**config.mk**
```make
export PLATFORM = sky130hd
export DESIGN_NAME = nand_cmd_seq
export DESIGN_NICKNAME = d
export VERILOG_FILES = /design/src/rtl/nand_seq_pkg.sv /design/src/rtl/nand_seq_datapath.sv /design/src/rtl/nand_seq_ctrl.sv /design/src/rtl/nand_cmd_seq.sv
export SDC_FILE = /design/constraint.sdc
export NUM_CORES = 1
export LEC_CHECK = 0
export ABC_AREA = 0
export BUFFER_PORTS_ARGS = -buffer_cell sky130_fd_sc_hd__buf_2
export CORE_MARGIN = 1
export CORE_UTILIZATION = 45
export CTS_BUF_LIST = sky130_fd_sc_hd__clkbuf_4 sky130_fd_sc_hd__clkbuf_8 sky130_fd_sc_hd__clkbuf_16
export DETAILED_ROUTE_END_ITERATION = 10
export GPL_TIMING_DRIVEN = 0
export PLACE_DENSITY = 0.75
export SETUP_SLACK_MARGIN = 0.15
export SYNTH_ARGS = -nofsm -noshare
export SYNTH_HDL_FRONTEND = slang
export SYNTH_HIERARCHICAL = 1
export SYNTH_SLANG_ARGS = --single-unit
```
**constraint.sdc**
```tcl
create_clock -name clk -period 5.7 [get_ports clk]
set_input_delay 1.14 -clock clk [delete_from_list [all_inputs] [get_ports clk]]
set_output_delay 1.14 -clock clk [all_outputs]
set_load 0.01 [all_outputs]
```
**src/rtl/nand_seq_pkg.sv**
```systemverilog
package nand_seq_pkg;

  localparam int OP1_LSB    = 0;
  localparam int OP2_LSB    = 8;
  localparam int CNT_LSB    = 16;
  localparam int OP2_EN_BIT = 19;
  localparam int MAX_ADDR   = 5;

  typedef enum logic [2:0] {
    ST_IDLE, ST_OP1, ST_ADDR, ST_OP2, ST_WAIT_LOW, ST_WAIT_HIGH
  } seqState_e;

  typedef enum logic [1:0] {
    SEL_NONE, SEL_OP1, SEL_ADDR, SEL_OP2
  } byteSel_e;

  typedef struct packed {
    logic     loadActBus;
    logic     loadActPend;
    logic     loadPend;
    byteSel_e sel;
    logic [2:0] addrIdx;
    logic     weLow;
  } seqStrobe_t;

  typedef struct packed {
    logic [7:0]  op1;
    logic [7:0]  op2;
    logic [2:0]  addrCnt;
    logic        op2En;
    logic [39:0] addrBytes;
  } nandJob_t;

endpackage

```
**src/rtl/nand_seq_datapath.sv**
```systemverilog
module nand_seq_datapath
  import nand_seq_pkg::*;
#(
  parameter int ADDR_W = 20
) (
  input  logic              clk,
  input  logic              rstN,
  input  seqStrobe_t        stb,
  input  logic [ADDR_W-1:0] busAddr,
  input  logic [31:0]       busWrData,
  input  logic              extByteWr,
  input  logic [7:0]        extByteData,
  output logic [2:0]        jobAddrCnt,
  output logic              jobOp2En,
  output logic              nandCle,
  output logic              nandAle,
  output logic              nandWeN,
  output logic [7:0]        nandIo,
  output logic              nandIoOe
);

  logic [7:0] extReg;
  nandJob_t   incoming;
  nandJob_t   actJob;
  nandJob_t   pendJob;
  logic [2:0] rawCnt;
  logic [39:0] shifted;

  always_ff @(posedge clk) begin
    if (!rstN)          extReg <= '0;
    else if (extByteWr) extReg <= extByteData;
  end

  always_comb begin
    rawCnt             = busAddr[CNT_LSB +: 3];
    incoming.op1       = busAddr[OP1_LSB +: 8];
    incoming.op2       = busAddr[OP2_LSB +: 8];
    incoming.op2En     = busAddr[OP2_EN_BIT];
    incoming.addrCnt   = (rawCnt > 3'(MAX_ADDR)) ? 3'(MAX_ADDR) : rawCnt;
    incoming.addrBytes = {extReg, busWrData};
  end

  always_ff @(posedge clk) begin
    if (!rstN) begin
      actJob  <= '0;
      pendJob <= '0;
    end else begin
      if (stb.loadActBus)       actJob <= incoming;
      else if (stb.loadActPend) actJob <= pendJob;
      if (stb.loadPend)         pendJob <= incoming;
    end
  end

  assign jobAddrCnt = actJob.addrCnt;
  assign jobOp2En   = actJob.op2En;
  assign shifted    = actJob.addrBytes >> {stb.addrIdx, 3'b000};

  always_comb begin
    nandCle  = 1'b0;
    nandAle  = 1'b0;
    nandIo   = '0;
    nandIoOe = 1'b1;
    unique case (stb.sel)
      SEL_OP1: begin
        nandCle = 1'b1;
        nandIo  = actJob.op1;
      end
      SEL_ADDR: begin
        nandAle = 1'b1;
        nandIo  = shifted[7:0];
      end
      SEL_OP2: begin
        nandCle = 1'b1;
        nandIo  = actJob.op2;
      end
      default: nandIoOe = 1'b0;
    endcase
    nandWeN = ~stb.weLow;
  end

endmodule

```
**src/rtl/nand_seq_ctrl.sv**
```systemverilog
module nand_seq_ctrl
  import nand_seq_pkg::*;
#(
  parameter int WE_LOW  = 3,
  parameter int WE_HIGH = 2,
  parameter int TIMEOUT = 100000
) (
  input  logic        clk,
  input  logic        rstN,
  input  logic        busWrEn,
  input  logic        busRdEn,
  input  logic [2:0]  jobAddrCnt,
  input  logic        jobOp2En,
  input  logic        nandReady,
  output seqStrobe_t  stb,
  output logic [31:0] statusWord
);

  localparam int W_MAX = (WE_LOW > WE_HIGH) ? WE_LOW : WE_HIGH;
  localparam int CNT_W = (W_MAX < 2) ? 1 : $clog2(W_MAX);
  localparam int TMO_W = (TIMEOUT < 2) ? 1 : $clog2(TIMEOUT);

  seqState_e  state;
  seqState_e  afterByte;
  logic [2:0] addrIdx, afterIdx;
  logic       phaseHigh;
  logic [CNT_W-1:0] weCnt;
  logic [TMO_W-1:0] tmoCnt;
  logic       pendValid, errFlag, ovfFlag;
  logic [1:0] rdySync;
  logic       rdy;
  logic       idle, startSeq, reject, byteState, lowDone, byteDone;
  logic       waiting, tmoHit;

  assign rdy       = rdySync[1];
  assign idle      = (state == ST_IDLE);
  assign byteState = (state == ST_OP1) || (state == ST_ADDR) || (state == ST_OP2);
  assign lowDone   = byteState && !phaseHigh && (weCnt == CNT_W'(WE_LOW - 1));
  assign byteDone  = byteState &&  phaseHigh && (weCnt == CNT_W'(WE_HIGH - 1));
  assign waiting   = (state == ST_WAIT_LOW) || (state == ST_WAIT_HIGH);
  assign tmoHit    = waiting && (tmoCnt == TMO_W'(TIMEOUT - 1)) &&
                     !((state == ST_WAIT_HIGH) && rdy);
  assign startSeq  = idle && (pendValid || busWrEn);
  assign reject    = !idle && pendValid && busWrEn;

  always_comb begin
    stb             = '0;
    stb.loadActBus  = idle && !pendValid && busWrEn;
    stb.loadActPend = idle && pendValid;
    stb.loadPend    = busWrEn && (idle ? pendValid : !pendValid);
    stb.addrIdx     = addrIdx;
    stb.weLow       = byteState && !phaseHigh;
    unique case (state)
      ST_OP1:  stb.sel = SEL_OP1;
      ST_ADDR: stb.sel = SEL_ADDR;
      ST_OP2:  stb.sel = SEL_OP2;
      default: stb.sel = SEL_NONE;
    endcase
  end

  always_comb begin
    afterByte = ST_IDLE;
    afterIdx  = '0;
    unique case (state)
      ST_OP1: begin
        if (jobAddrCnt != 3'd0) afterByte = ST_ADDR;
        else if (jobOp2En)      afterByte = ST_OP2;
      end
      ST_ADDR: begin
        if ((addrIdx + 3'd1) < jobAddrCnt) begin
          afterByte = ST_ADDR;
          afterIdx  = addrIdx + 3'd1;
        end else if (jobOp2En) begin
          afterByte = ST_OP2;
        end
      end
      ST_OP2:  afterByte = ST_WAIT_LOW;
      default: afterByte = ST_IDLE;
    endcase
  end

  always_ff @(posedge clk) begin
    if (!rstN) rdySync <= 2'b11;
    else       rdySync <= {rdySync[0], nandReady};
  end

  always_ff @(posedge clk) begin
    if (!rstN) begin
      pendValid <= 1'b0;
      errFlag   <= 1'b0;
      ovfFlag   <= 1'b0;
    end else begin
      if (stb.loadPend)         pendValid <= 1'b1;
      else if (stb.loadActPend) pendValid <= 1'b0;
      if (reject)       ovfFlag <= 1'b1;
      else if (busRdEn) ovfFlag <= 1'b0;
      if (tmoHit)       errFlag <= 1'b1;
      else if (busRdEn) errFlag <= 1'b0;
    end
  end

  always_ff @(posedge clk) begin
    if (!rstN) begin
      state     <= ST_IDLE;
      phaseHigh <= 1'b0;
      weCnt     <= '0;
      addrIdx   <= '0;
      tmoCnt    <= '0;
    end else begin
      unique case (state)
        ST_IDLE: begin
          if (startSeq) begin
            state     <= ST_OP1;
            phaseHigh <= 1'b0;
            weCnt     <= '0;
            addrIdx   <= '0;
          end
        end
        ST_OP1, ST_ADDR, ST_OP2: begin
          if (lowDone) begin
            phaseHigh <= 1'b1;
            weCnt     <= '0;
          end else if (byteDone) begin
            phaseHigh <= 1'b0;
            weCnt     <= '0;
            state     <= afterByte;
            addrIdx   <= afterIdx;
            tmoCnt    <= '0;
          end else begin
            weCnt <= weCnt + 1'b1;
          end
        end
        ST_WAIT_LOW: begin
          if (tmoHit) state <= ST_IDLE;
          else begin
            tmoCnt <= tmoCnt + 1'b1;
            if (!rdy) state <= ST_WAIT_HIGH;
          end
        end
        ST_WAIT_HIGH: begin
          if (tmoHit || rdy) state <= ST_IDLE;
          else               tmoCnt <= tmoCnt + 1'b1;
        end
        default: state <= ST_IDLE;
      endcase
    end
  end

  assign statusWord = {28'd0, ovfFlag, errFlag, pendValid, (!idle || pendValid)};

endmodule

```
**src/rtl/nand_cmd_seq.sv**
```systemverilog
module nand_cmd_seq
  import nand_seq_pkg::*;
#(
  parameter int ADDR_W  = 20,
  parameter int WE_LOW  = 3,
  parameter int WE_HIGH = 2,
  parameter int TIMEOUT = 100000
) (
  input  logic              clk,
  input  logic              rstN,
  input  logic              busWrEn,
  input  logic [ADDR_W-1:0] busAddr,
  input  logic [31:0]       busWrData,
  input  logic              busRdEn,
  output logic [31:0]       busRdData,
  input  logic              extByteWr,
  input  logic [7:0]        extByteData,
  output logic              nandCle,
  output logic              nandAle,
  output logic              nandWeN,
  output logic [7:0]        nandIo,
  output logic              nandIoOe,
  input  logic              nandReady
);

  seqStrobe_t stb;
  logic [2:0] jobAddrCnt;
  logic       jobOp2En;

  nand_seq_ctrl #(
    .WE_LOW (WE_LOW),
    .WE_HIGH(WE_HIGH),
    .TIMEOUT(TIMEOUT)
  ) u_ctrl (
    .clk       (clk),
    .rstN      (rstN),
    .busWrEn   (busWrEn),
    .busRdEn   (busRdEn),
    .jobAddrCnt(jobAddrCnt),
    .jobOp2En  (jobOp2En),
    .nandReady (nandReady),
    .stb       (stb),
    .statusWord(busRdData)
  );

  nand_seq_datapath #(
    .ADDR_W(ADDR_W)
  ) u_dp (
    .clk        (clk),
    .rstN       (rstN),
    .stb        (stb),
    .busAddr    (busAddr),
    .busWrData  (busWrData),
    .extByteWr  (extByteWr),
    .extByteData(extByteData),
    .jobAddrCnt (jobAddrCnt),
    .jobOp2En   (jobOp2En),
    .nandCle    (nandCle),
    .nandAle    (nandAle),
    .nandWeN    (nandWeN),
    .nandIo     (nandIo),
    .nandIoOe   (nandIoOe)
  );

endmodule

```
==> qor.txt, run 1 <==
Final period util: 0.702
Proportion of synthesized area in mux cells: 0.182
Critical Path Source Type: flop
Worst vdd ir: 0.000236 V
Seq/Total Area, Yosys: 0.393
Fin. Hold Viols: 0
Final Util: 0.548
Critical setup path kind: flop to output port
First-pass GRT wire length: 31.5 mm
Ys Warns: 6
Slew margin rel.: 0.374
Max-slew violations: 0
IO Count: 110
Avg Cell Area, Syn: 9.14 um^2
R2R Setup Slk: 3.12 ns
Routability Congestion: 0.879
Antenna cell count: 0
CP dominant cell by count: buf_2
Crit-path max cell delay: 0.78 ns
Maxcap violations: 0
PwrDens: 425 nW/um^2
Fmax achieved: 250 MHz
GRT Total Usage: 0.220
CTS sink cnt: 159
Post-synthesis adder-cell area fraction: 0.0108
Crit path cell chain: buf_2, nor2b_1, buf_2, or2_2, o211ai_1, a21oi_1, buf_2
Critical Path AT: 2.86 ns
# rows: 48
Initial antenna violation count: 0
Synth Cell Area: 8100 um^2
Syn-to-layout area delta: 17.8%
Post-synth EDFFs: 0
Final nets: 1085
Routed WL: 19.7 mm
Initial Util: 0.465
Final setup fails: 0
Buffers added on ports: 80
Clock skew: 0.00931 ns
CP max FO: 12
Layout cells sized above 1: 0.198
Actual slew at the worst max-slew pin: 0.937 ns
Core Area: 17400 um^2
RSZ-0062 raised after global routing: no
Leak Pwr: 3.81 nW
Yosys cell types: 72
Clock transition time at the flip-flop clock pins of the worst setup and hold paths: 0.06 ns
Largest family of logic cells by synthesized area: simple AND/OR/NAND/NOR gates
CTS Buffer Depth: 2
GR Util met3: 0.0418
CTS Root Cell: clkbuf_16
Synth Flop Type: dfxtp_1
Largest net degree at the start of global routing: 17
Routed Antenna Nets: 0
Gr busiest metal: met2
Die Area: 18500 um^2
Final setup TNS: 0 ns
Min Tclk post-route: 4.00 ns
Hold Path Class: flop to flop
Post-Synth XOR/XNOR Area: 0.00216
Met2 global-route usage: 0.356
Detailed-route DRC error count: 0
Vias in the first global route: 6097
Critical Path RT: 4.56 ns
Slowest cell on the critical path: nor2b_1
Simple-gate share of the synthesized area: 0.211
Grt met1 use: 0.297
Die X: 136 um
Hold-fix buffers, CTS: 0
Clk Latency, worst-skew pair: 0.42 ns
CTS Buf Count: 17
Post-synthesis compound-gate area fraction: 0.124
DIE HEIGHT: 136 um
Vias per cell: 5.23
Gate Count Post-Synth: 886
Routed len/inst: 15.8 um
CTS resizes: 0
CTS tree: done
Detailed Routing Iterations Pass 1: 5
HPWL Detailed: 13.9 mm
Via count: 6527
Number of DRC markers in iteration 0: 530
Flops & latches, synth: 159
H-tree depth: 4
Buf/Inv on CP: 3
Largest delay share family, worst path: simple AND/OR/NAND/NOR gates
Outcome: complete, no violations
Post-CTS setup buffer count: 0
Global route total overflow: 0
FFs w/ async S/R, synth: 0
Element type at the critical path end: output port
==> area by class of cell <==
cell class | count | area, um^2
buffer | 95 | 572
clock buffer | 22 | 475
clock inverter | 9 | 181
fill | 1623 | 7880
inverter | 13 | 48.8
multi-input combinational | 646 | 4400
sequential | 159 | 3180
tap | 225 | 282
timing repair buffer | 80 | 400
==> metal layers <==
layer,vias up,wire length [um],share of wire
li1,3251,-,-
met1,3043,9210,0.47
met2,212,9200,0.47
met3,21,978,0.050
met4,0,293,0.015
met5,-,0,0
==> cell usage after synthesis, drive strengths merged, types with 2 or more instances <==
library cell | number | share of area
nor3 | 9 | 0.0056
o221a | 2 | 0.0028
a22o | 2 | 0.0022
nor3b | 3 | 0.0040
a31o | 2 | 0.0022
o211a | 2 | 0.0025
a21o | 3 | 0.0037
o21bai | 2 | 0.0032
nor4bb | 2 | 0.0025
nand2 | 80 | 0.038
mux2 | 18 | 0.026
mux2i | 126 | 0.16
nand3 | 15 | 0.0093
o21ai | 66 | 0.041
and2 | 63 | 0.049
a31oi | 4 | 0.0031
buf | 67 | 0.058
dfxtp | 159 | 0.39
nor2 | 20 | 0.0096
nand2b | 14 | 0.011
a41oi | 3 | 0.0032
nor2b | 71 | 0.055
ha | 7 | 0.011
nand3b | 4 | 0.0037
clkbuf | 28 | 0.013
nand4b | 3 | 0.0032
or4 | 3 | 0.0032
o41ai | 2 | 0.0022
nor4 | 2 | 0.0034
o21a | 2 | 0.0019
o22ai | 5 | 0.0039
a21oi | 40 | 0.025
o211ai | 3 | 0.0028
a21boi | 2 | 0.0019
and2b | 3 | 0.0029
nand4 | 6 | 0.0054
a22oi | 13 | 0.012
inv | 13 | 0.0060
a311oi | 3 | 0.0056
==> state kept, by name, summed over array words and instances (netlist names), 2 cells and up <==
signal,cells
u_ctrl/tmoCnt,17
u_dp/pendJob,60
u_ctrl/weCnt,2
u_ctrl/state,3
u_dp/jobAddrCnt,3
u_ctrl/rdySync,2
u_dp/extReg,8
u_dp/actJob,56
u_ctrl/addrIdx,3
==> kinds of logic after synthesis <==
group | count (synthesis)
AOI/OAI and AO/OA | 161
xor gates and xnor gates | 2
adders and majority gates | 7
buffers and inverters | 108
DFF | 159
muxes | 144
other | 1
and+or+nand+nor | 304
==> worst paths after layout <==
| kind | from | endpoint | depth (start not counted) |
|---|---|---|---|
| setup / recovery | u_ctrl/state[0] | nandIo[0] | 7 |
| hold / removal | u_ctrl/rdySync[0] | u_ctrl/rdySync[1] | 1 |
| setup reg to reg | u_ctrl/state[0] | u_dp/actJob[8] | 8 |
| hold reg to reg | u_ctrl/rdySync[0] | u_ctrl/rdySync[1] | 1 |
==> placed cells by master, fill, tap and decap left out, types with 3 or more instances in the layout <==
cell type / n
dfxtp_1: 159
mux2i_1: 126
buf_2: 99
nand2_1: 79
nor2b_1: 71
and2_1: 63
o21ai_1: 63
buf_4: 43
a21oi_1: 39
clkbuf_1: 28
conb_1: 28
nor2_1: 19
clkbuf_16: 17
nand3_1: 15
nand2b_1: 14
a22oi_1: 13
inv_1: 12
nor3_1: 9
mux2_1: 9
ha_1: 7
mux2_2: 7
bufinv_16: 5
nand4_1: 5
o22ai_1: 5
buf_6: 4
a31oi_1: 4
nand3b_1: 4
clkbuf_4: 3
o211ai_1: 3
o21ai_0: 3
a41oi_1: 3
nand4b_1: 3
a311oi_2: 3
==> worst reg2reg max path: cells and delay by family, from the launching register on <==
family	cells	cell delay, ns
DFF	1	0.32
AOI/OAI and AO/OA	1	0.14
buffers and inverters	3	0.88
and+or+nand+nor	3	0.85
adders and majority gates	1	0.28
==> report_power, final <==
part | internal (mW) | switching [mW]
Sequential | 1.31 | 0.125
Combinational | 0.601 | 0.748
Clock | 0.816 | 0.448
==> stage by stage <==
| step | hold WS [ns] | cell area, um^2 | power [mW] | setup slack [ns] | cells |
|---|---|---|---|---|---|
| floorplan | 0.386 | 8200 | 2.45 | 2.85 | 913 |
| global placement | 0.388 | 8880 | 2.76 | 2.24 | 1218 |
| detailed placement | 0.398 | 8880 | 2.78 | 2.20 | 1218 |
| CTS | 0.413 | 9540 | 4.06 | 1.71 | 1249 |
| global route | 0.433 | 9540 | 4.27 | 1.60 | 1249 |
| finish | 0.410 | 9540 | 4.05 | 1.70 | 1249 |
Note: power is estimated with default switching activity, not from simulation.
==> inputs of run 2 (changes only) <==
--- a/config.mk
+++ b/config.mk
@@ -12,7 +12,7 @@
 export CTS_BUF_LIST = sky130_fd_sc_hd__clkbuf_4 sky130_fd_sc_hd__clkbuf_8 sky130_fd_sc_hd__clkbuf_16
 export DETAILED_ROUTE_END_ITERATION = 10
 export GPL_TIMING_DRIVEN = 0
-export PLACE_DENSITY = 0.75
+export PLACE_DENSITY = 0.77
 export SETUP_SLACK_MARGIN = 0.15
 export SYNTH_ARGS = -nofsm -noshare
 export SYNTH_HDL_FRONTEND = slang
==> constraint.sdc (replaced) <==
create_clock -name clk -period 3.5 [get_ports clk]
set_input_delay 0.7 -clock clk [delete_from_list [all_inputs] [get_ports clk]]
set_output_delay 0.7 -clock clk [all_outputs]
set_load 0.01 [all_outputs]
==> run 2 against run 1 <==
Sequential power is 62% higher. Via count is 0.57% lower. Global-route usage hardly changed. Combinational power is 64% higher. First-iteration DRC count is 2.8% lower. Flip-flop and latch count stayed put. Die area stayed put. Cell area hardly changed. Sequential share of layout area hardly changed. Utilization hardly changed. Clock power is 60% higher. Critical endpoint unchanged.
==> qor.txt, run 2 (synthesis results as in run 1) <==
Hold Path Class: flop to flop
Largest registers: u_dp/pendJob (60), u_dp/actJob (56), u_ctrl/tmoCnt (17)
Clock transition time at the flip-flop clock pins of the worst setup and hold paths: 0.06 ns
Routed Antenna Nets: 0
Fmax achieved: 312 MHz
Pre-CTS setup slack: 0.499 ns
CTS Root Cell: clkbuf_16
Clock skew: 0.00791 ns
R2R Setup Slk: 0.93 ns
CTS Buffer Depth: 2
Die Area: 18500 um^2
Leading cell types in the layout, fill and taps excluded: dfxtp_1 (159), mux2i_1 (126), buf_2 (99), nand2_1 (79), nor2b_1 (70)
Detailed Routing Iterations Pass 1: 5
Syn-to-layout area delta: 17.7%
Final period util: 0.916
PnR worst setup slack: 0.293 ns
Clk Latency, worst-skew pair: 0.42 ns
Fillcell total: 1602
Outcome: complete, no violations
Hold path start: u_ctrl/rdySync[0]
Flip-flop count of the largest register after layout: 60
PwrDens: 688 nW/um^2
Final nets: 1085
First-pass GRT wire length: 31.6 mm
Largest net degree at the start of global routing: 17
Final setup TNS: 0 ns
Die X: 136 um
Worst vdd ir: 0.000421 V
Critical Path RT: 2.80 ns
# rows: 48
Via count: 6490
R2R Path Start: u_ctrl/state[0]
Final Util: 0.547
Most common cell after layout, fill and taps aside: dfxtp_1
Final setup fails: 0
CTS Buf Count: 17
Post-CTS setup buffer count: 0
Detailed-route DRC error count: 0
DIE HEIGHT: 136 um
Register area: 3180 um^2
Initial Util: 0.465
IO Count: 110
CP max FO: 12
Leak Pwr: 3.80 nW
Buffers added on ports: 80
HPWL Detailed: 13.9 mm
Element type at the critical path end: output port
R2R Path End: u_dp/actJob[23]
Cell count of the worst hold path: 1
Largest reg by FF count: u_dp/pendJob
Actual slew at the worst max-slew pin: 0.600 ns
Maxcap violations: 0
GRT Total Usage: 0.220
Critical Path AT: 2.51 ns
Min Tclk post-route: 3.21 ns
Slew margin rel.: 0.600
Max-slew violations: 0
Layout cells sized above 1: 0.200
CTS tree: done
Routability Congestion: 0.870
CTS resizes: 1
RSZ-0062 raised after global routing: no
H-tree depth: 4
Vias in the first global route: 6115
Routed len/inst: 15.7 um
Routed WL: 19.6 mm
Area of the multi-input gates: 4400 um^2
CTS sink cnt: 159
Hold-fix buffers, CTS: 0
Total power draw: 6.55 mW
Fin. Hold Viols: 0
Global route total overflow: 0
Number of DRC markers in iteration 0: 515
Core Area: 17400 um^2
R2R cell count: 8
Critical Path Source Type: flop
Initial antenna violation count: 0
Critical setup path kind: flop to output port
Worst Hold End: u_ctrl/rdySync[1]
Vias per cell: 5.19
run 2: cell type report:
cell class,instances,share of cell area
Timing Repair Buffer,80,0.0420
Antenna cell,1,0.000263
Inverter,13,0.00512
Buffer,95,0.0600
Sequential cell,159,0.334
Tap cell,225,0.0295
Clock buffer,23,0.0513
Multi-Input combinational cell,646,0.461
Clock inverter,9,0.0163
run 2: worst max-delay path by stage:
stage	end	startpoint	slack, ns	cells after the start
3_5_place_dp	nandIo[0]	u_ctrl/state[0]	0.50	7
6_report	nandIo[0]	u_ctrl/state[0]	0.29	7
4_1_cts	nandIo[0]	u_ctrl/state[0]	0.27	7
3_3_place_gp	nandIo[0]	u_ctrl/state[0]	0.49	7
5_1_grt	nandIo[0]	u_ctrl/state[0]	0.15	7
2_1_floorplan	nandIo[0]	u_ctrl/state[0]	1.09	6
run 2: routing by layer:
| metal | part of all wire | up-vias | global-route usage |
|---|---|---|---|
| met5 | 0 | - | 0 |
| met4 | 0.018 | 0 | 0.0741 |
| met3 | 0.063 | 27 | 0.0470 |
| met2 | 0.46 | 190 | 0.351 |
| met1 | 0.46 | 3009 | 0.292 |
| li1 | - | 3264 | - |
run 2: stage by stage:
| step | instances | hold WS [ns] | instance area (um^2) |
|---|---|---|---|
| floorplan | 913 | 0.386 | 8200 |
| global placement | 1218 | 0.388 | 8880 |
| detailed placement | 1218 | 0.395 | 8880 |
| CTS | 1250 | 0.409 | 9530 |
| global route | 1250 | 0.437 | 9530 |
| finish | 1251 | 0.405 | 9530 |
run 2: worst max-delay path, cell delays in order (launching register included):
cell	delay (ns)
dfxtp_1	0.33
buf_2	0.25
nor2b_2	0.49
buf_2	0.31
or2_2	0.18
o211ai_1	0.13
a21oi_1	0.22
buf_2	0.17
run 2: power by group:
part	leakage [nW]	internal (mW)	switching, mW
logic	2.19	0.981	1.23
registers	1.30	2.14	0.200
clock network	0.318	1.28	0.731
==> inputs of run 3 (changes only) <==
--- a/config.mk
+++ b/config.mk
@@ -5,14 +5,14 @@
 export SDC_FILE = /design/constraint.sdc
 export NUM_CORES = 1
 export LEC_CHECK = 0
-export ABC_AREA = 0
+export ABC_AREA = 1
 export BUFFER_PORTS_ARGS = -buffer_cell sky130_fd_sc_hd__buf_2
 export CORE_MARGIN = 1
-export CORE_UTILIZATION = 45
+export CORE_UTILIZATION = 25
 export CTS_BUF_LIST = sky130_fd_sc_hd__clkbuf_4 sky130_fd_sc_hd__clkbuf_8 sky130_fd_sc_hd__clkbuf_16
 export DETAILED_ROUTE_END_ITERATION = 10
 export GPL_TIMING_DRIVEN = 0
-export PLACE_DENSITY = 0.77
+export PLACE_DENSITY = 0.51
 export SETUP_SLACK_MARGIN = 0.15
 export SYNTH_ARGS = -nofsm -noshare
 export SYNTH_HDL_FRONTEND = slang
==> constraint.sdc (replaced) <==
create_clock -name clk -period 3.09 [get_ports clk]
set_input_delay 0.618 -clock clk [delete_from_list [all_inputs] [get_ports clk]]
set_output_delay 0.618 -clock clk [all_outputs]
set_load 0.01 [all_outputs]
==> run 3 against run 2 <==
Utilization down 24 points. Cell area rose by 2.9%. Power rose by 48%. Synthesized cell count rose by 39%. First-iteration DRC count increased by 7.8%. Critical path type unchanged. Largest cell class unchanged. Highest routed layer unchanged.
==> qor.txt, run 3 <==
Core Area: 31900 um^2
GRT Total Usage: 0.149
Biggest area consumer among synthesized cells: dfxtp_1
CTS Buffer Depth: 2
Main area contributors after synthesis: dfxtp_1 (39%), nand2_1 (13%), nor2_1 (9.1%)
Vias per cell: 4.36
Fmax achieved: 368 MHz
Avg Cell Area, Syn: 6.67 um^2
Initial Util: 0.257
Routed WL: 24.5 mm
Final setup TNS: 0 ns
Gate Count Post-Synth: 1228
Global route total overflow: 0
Max-slew violations: 0
Most common cell after layout, fill and taps aside: nand2_1
Most numerous cell in the Yosys netlist: nand2_1
Total power draw: 9.69 mW
CP Capture Point: nandIo[1]
First-pass GRT wire length: 39.0 mm
PwrDens: 988 nW/um^2
Actual slew at the worst max-slew pin: 0.651 ns
Min Tclk post-route: 2.72 ns
Hold WS: 0.402 ns
Initial antenna violation count: 0
Seq/Total Area, Yosys: 0.388
Yosys cell types: 40
R2R Path End: u_dp/pendJob[55]
CTS Buf Count: 17
Number of DRC markers in iteration 0: 555
Ys Warns: 6
Buffers added on ports: 81
# rows: 65
R2R Path Start: u_ctrl/state[0]
Post-synth top cells: nand2_1 (275), nor2_1 (199), dfxtp_1 (159)
Synth Cell Area: 8200 um^2
Largest registers: u_dp/pendJob (60), u_dp/actJob (56), u_ctrl/tmoCnt (17)
Slew margin rel.: 0.566
Critical Path Source Type: flop
Clock skew: 0.0120 ns
Share of the synthesized area in the top cell type: 0.388
H-tree depth: 4
Fillcell total: 3618
Die X: 183 um
IO Count: 110
Detailed-route DRC error count: 0
Post-synth EDFFs: 0
Layout cells sized above 1: 0.168
Vias in the first global route: 7248
Critical Path RT: 2.47 ns
Critical Path Source: u_ctrl/state[1]
Hold-fix buffers, CTS: 0
Largest net degree at the start of global routing: 17
Clk Latency, worst-skew pair: 0.43 ns
Antenna cell count: 0
Area of the multi-input gates: 3890 um^2
Via count: 7856
Met2 global-route usage: 0.247
GR Util met3: 0.0238
Routed Antenna Nets: 0
Flip-flop count of the largest register after layout: 60
CTS Root Cell: clkbuf_16
Leading cell types in the layout, fill and taps excluded: nand2_1 (275), nor2_1 (196), dfxtp_1 (159), inv_1 (152), buf_2 (97)
Leak Pwr: 4.78 nW
Final period util: 0.879
DIE HEIGHT: 183 um
Outcome: complete, no violations
Synth Flop Type: dfxtp_1
CP max FO: 9
Detailed Routing Iterations Pass 1: 5
Hold Path Class: input pin to flop
Clock transition time at the flip-flop clock pins of the worst setup and hold paths: 0.06 ns
Worst vdd ir: 0.000387 V
CTS tree: done
Largest reg by FF count: u_dp/pendJob
Final setup fails: 0
Die Area: 33500 um^2
Syn-to-layout area delta: 19.6%
Grt met1 use: 0.196
RSZ-0062 raised after global routing: no
FFs w/ async S/R, synth: 0
HPWL Detailed: 18.2 mm
R2R Setup Slk: 0.66 ns
R2R cell count: 11
Register area: 3180 um^2
Critical Path AT: 2.10 ns
Fin. Hold Viols: 0
Routability Congestion: 0.841
CTS sink cnt: 159
Gr busiest metal: met2
Maxcap violations: 0
Final nets: 1428
Critical setup path kind: flop to output port
Flops & latches, synth: 159
Element type at the critical path end: output port
Routed len/inst: 13.6 um
==> run 3: cell types whose count changed in the layout (fill, tap and decap cells not counted), moves of 9 or more <==
cell,change
mux2i_1,-126
o21ai_0,+83
nor2_1,+177
nand2_1,+196
nand3_1,+72
o22ai_1,+27
and2_1,-63
nor2_2,+12
nand2b_1,-14
o21ai_1,-44
inv_1,+140
mux2_1,-9
nor2b_1,-70
==> run 3: final cells by class <==
class	instances	area share
clock inverter	12	0.00995
clock buffer	20	0.0463
multi-input combinational	838	0.396
inverter	161	0.0619
timing repair buffer	81	0.0413
sequential	159	0.325
tap	435	0.0555
buffer	97	0.0641
==> run 3: logic make-up (layout without fill, tap and decap cells) <==
kind of cell,count (synthesis),count (layout),share of synthesized area
flip-flops,159,159,0.388
XOR/XNOR,1,1,0.00107
AO/OA/AOI/OAI,207,207,0.148
AND/OR/NAND/NOR,595,595,0.301
buffers and inverters,258,371,0.151
other,1,28,0.000458
adder cells (fa/ha/maj),7,7,0.0107
==> run 3: worst max-delay path, stage by stage, from the launching register on <==
cell and delay (ns):
dfxtp_1 0.50, inv_1 0.10, nor2_1 0.24, inv_1 0.11
nor2_2 0.33, nand2_1 0.12, nand3_1 0.13, buf_2 0.15
==> run 3: layer usage <==
| metal | wire length [um] | up-vias | part of all wire |
|---|---|---|---|
| met3 | 827 | 27 | 0.034 |
| met5 | 0 | - | 0 |
| met2 | 11400 | 174 | 0.46 |
| met1 | 11700 | 3586 | 0.48 |
| met4 | 564 | 0 | 0.023 |
| li1 | - | 4069 | - |
==> run 3: repair_timing <==
item / in CTS / in global routing
resized for setup: 0 / 3
setup endpoints to repair: 0 / 8
buffers inserted: 0 / 0
==> run 3: how the worst min path moves through the flow <==
stage / start / end / slack (ns) / cells after the start
final: nandReady / u_ctrl/rdySync[0] / 0.40 / 2
after global routing: nandReady / u_ctrl/rdySync[0] / 0.40 / 2
after CTS: nandReady / u_ctrl/rdySync[0] / 0.39 / 2
after detailed placement: u_ctrl/rdySync[0] / u_ctrl/rdySync[1] / 0.42 / 1
after global placement: u_ctrl/rdySync[0] / u_ctrl/rdySync[1] / 0.41 / 1
after floorplan: u_ctrl/rdySync[0] / u_ctrl/rdySync[1] / 0.39 / 1
==> run 3: power by group <==
part	switching (mW)	leakage [nW]	internal (mW)
clock network	0.940	0.272	1.09
logic	2.94	3.20	1.57
registers	0.389	1.30	2.77
total	4.27	4.78	5.42
==> run 3: metrics by stage <==
step	std cells	util	setup WS, ns	area, um^2
after floorplan	1255	-	1.13	8300
after global routing	1803	0.308	0.189	9810
after CTS	1803	0.307	0.185	9800
after global placement	1771	0.290	0.656	9250
final	1803	0.308	0.373	9810
after detailed placement	1771	0.290	0.647	9250
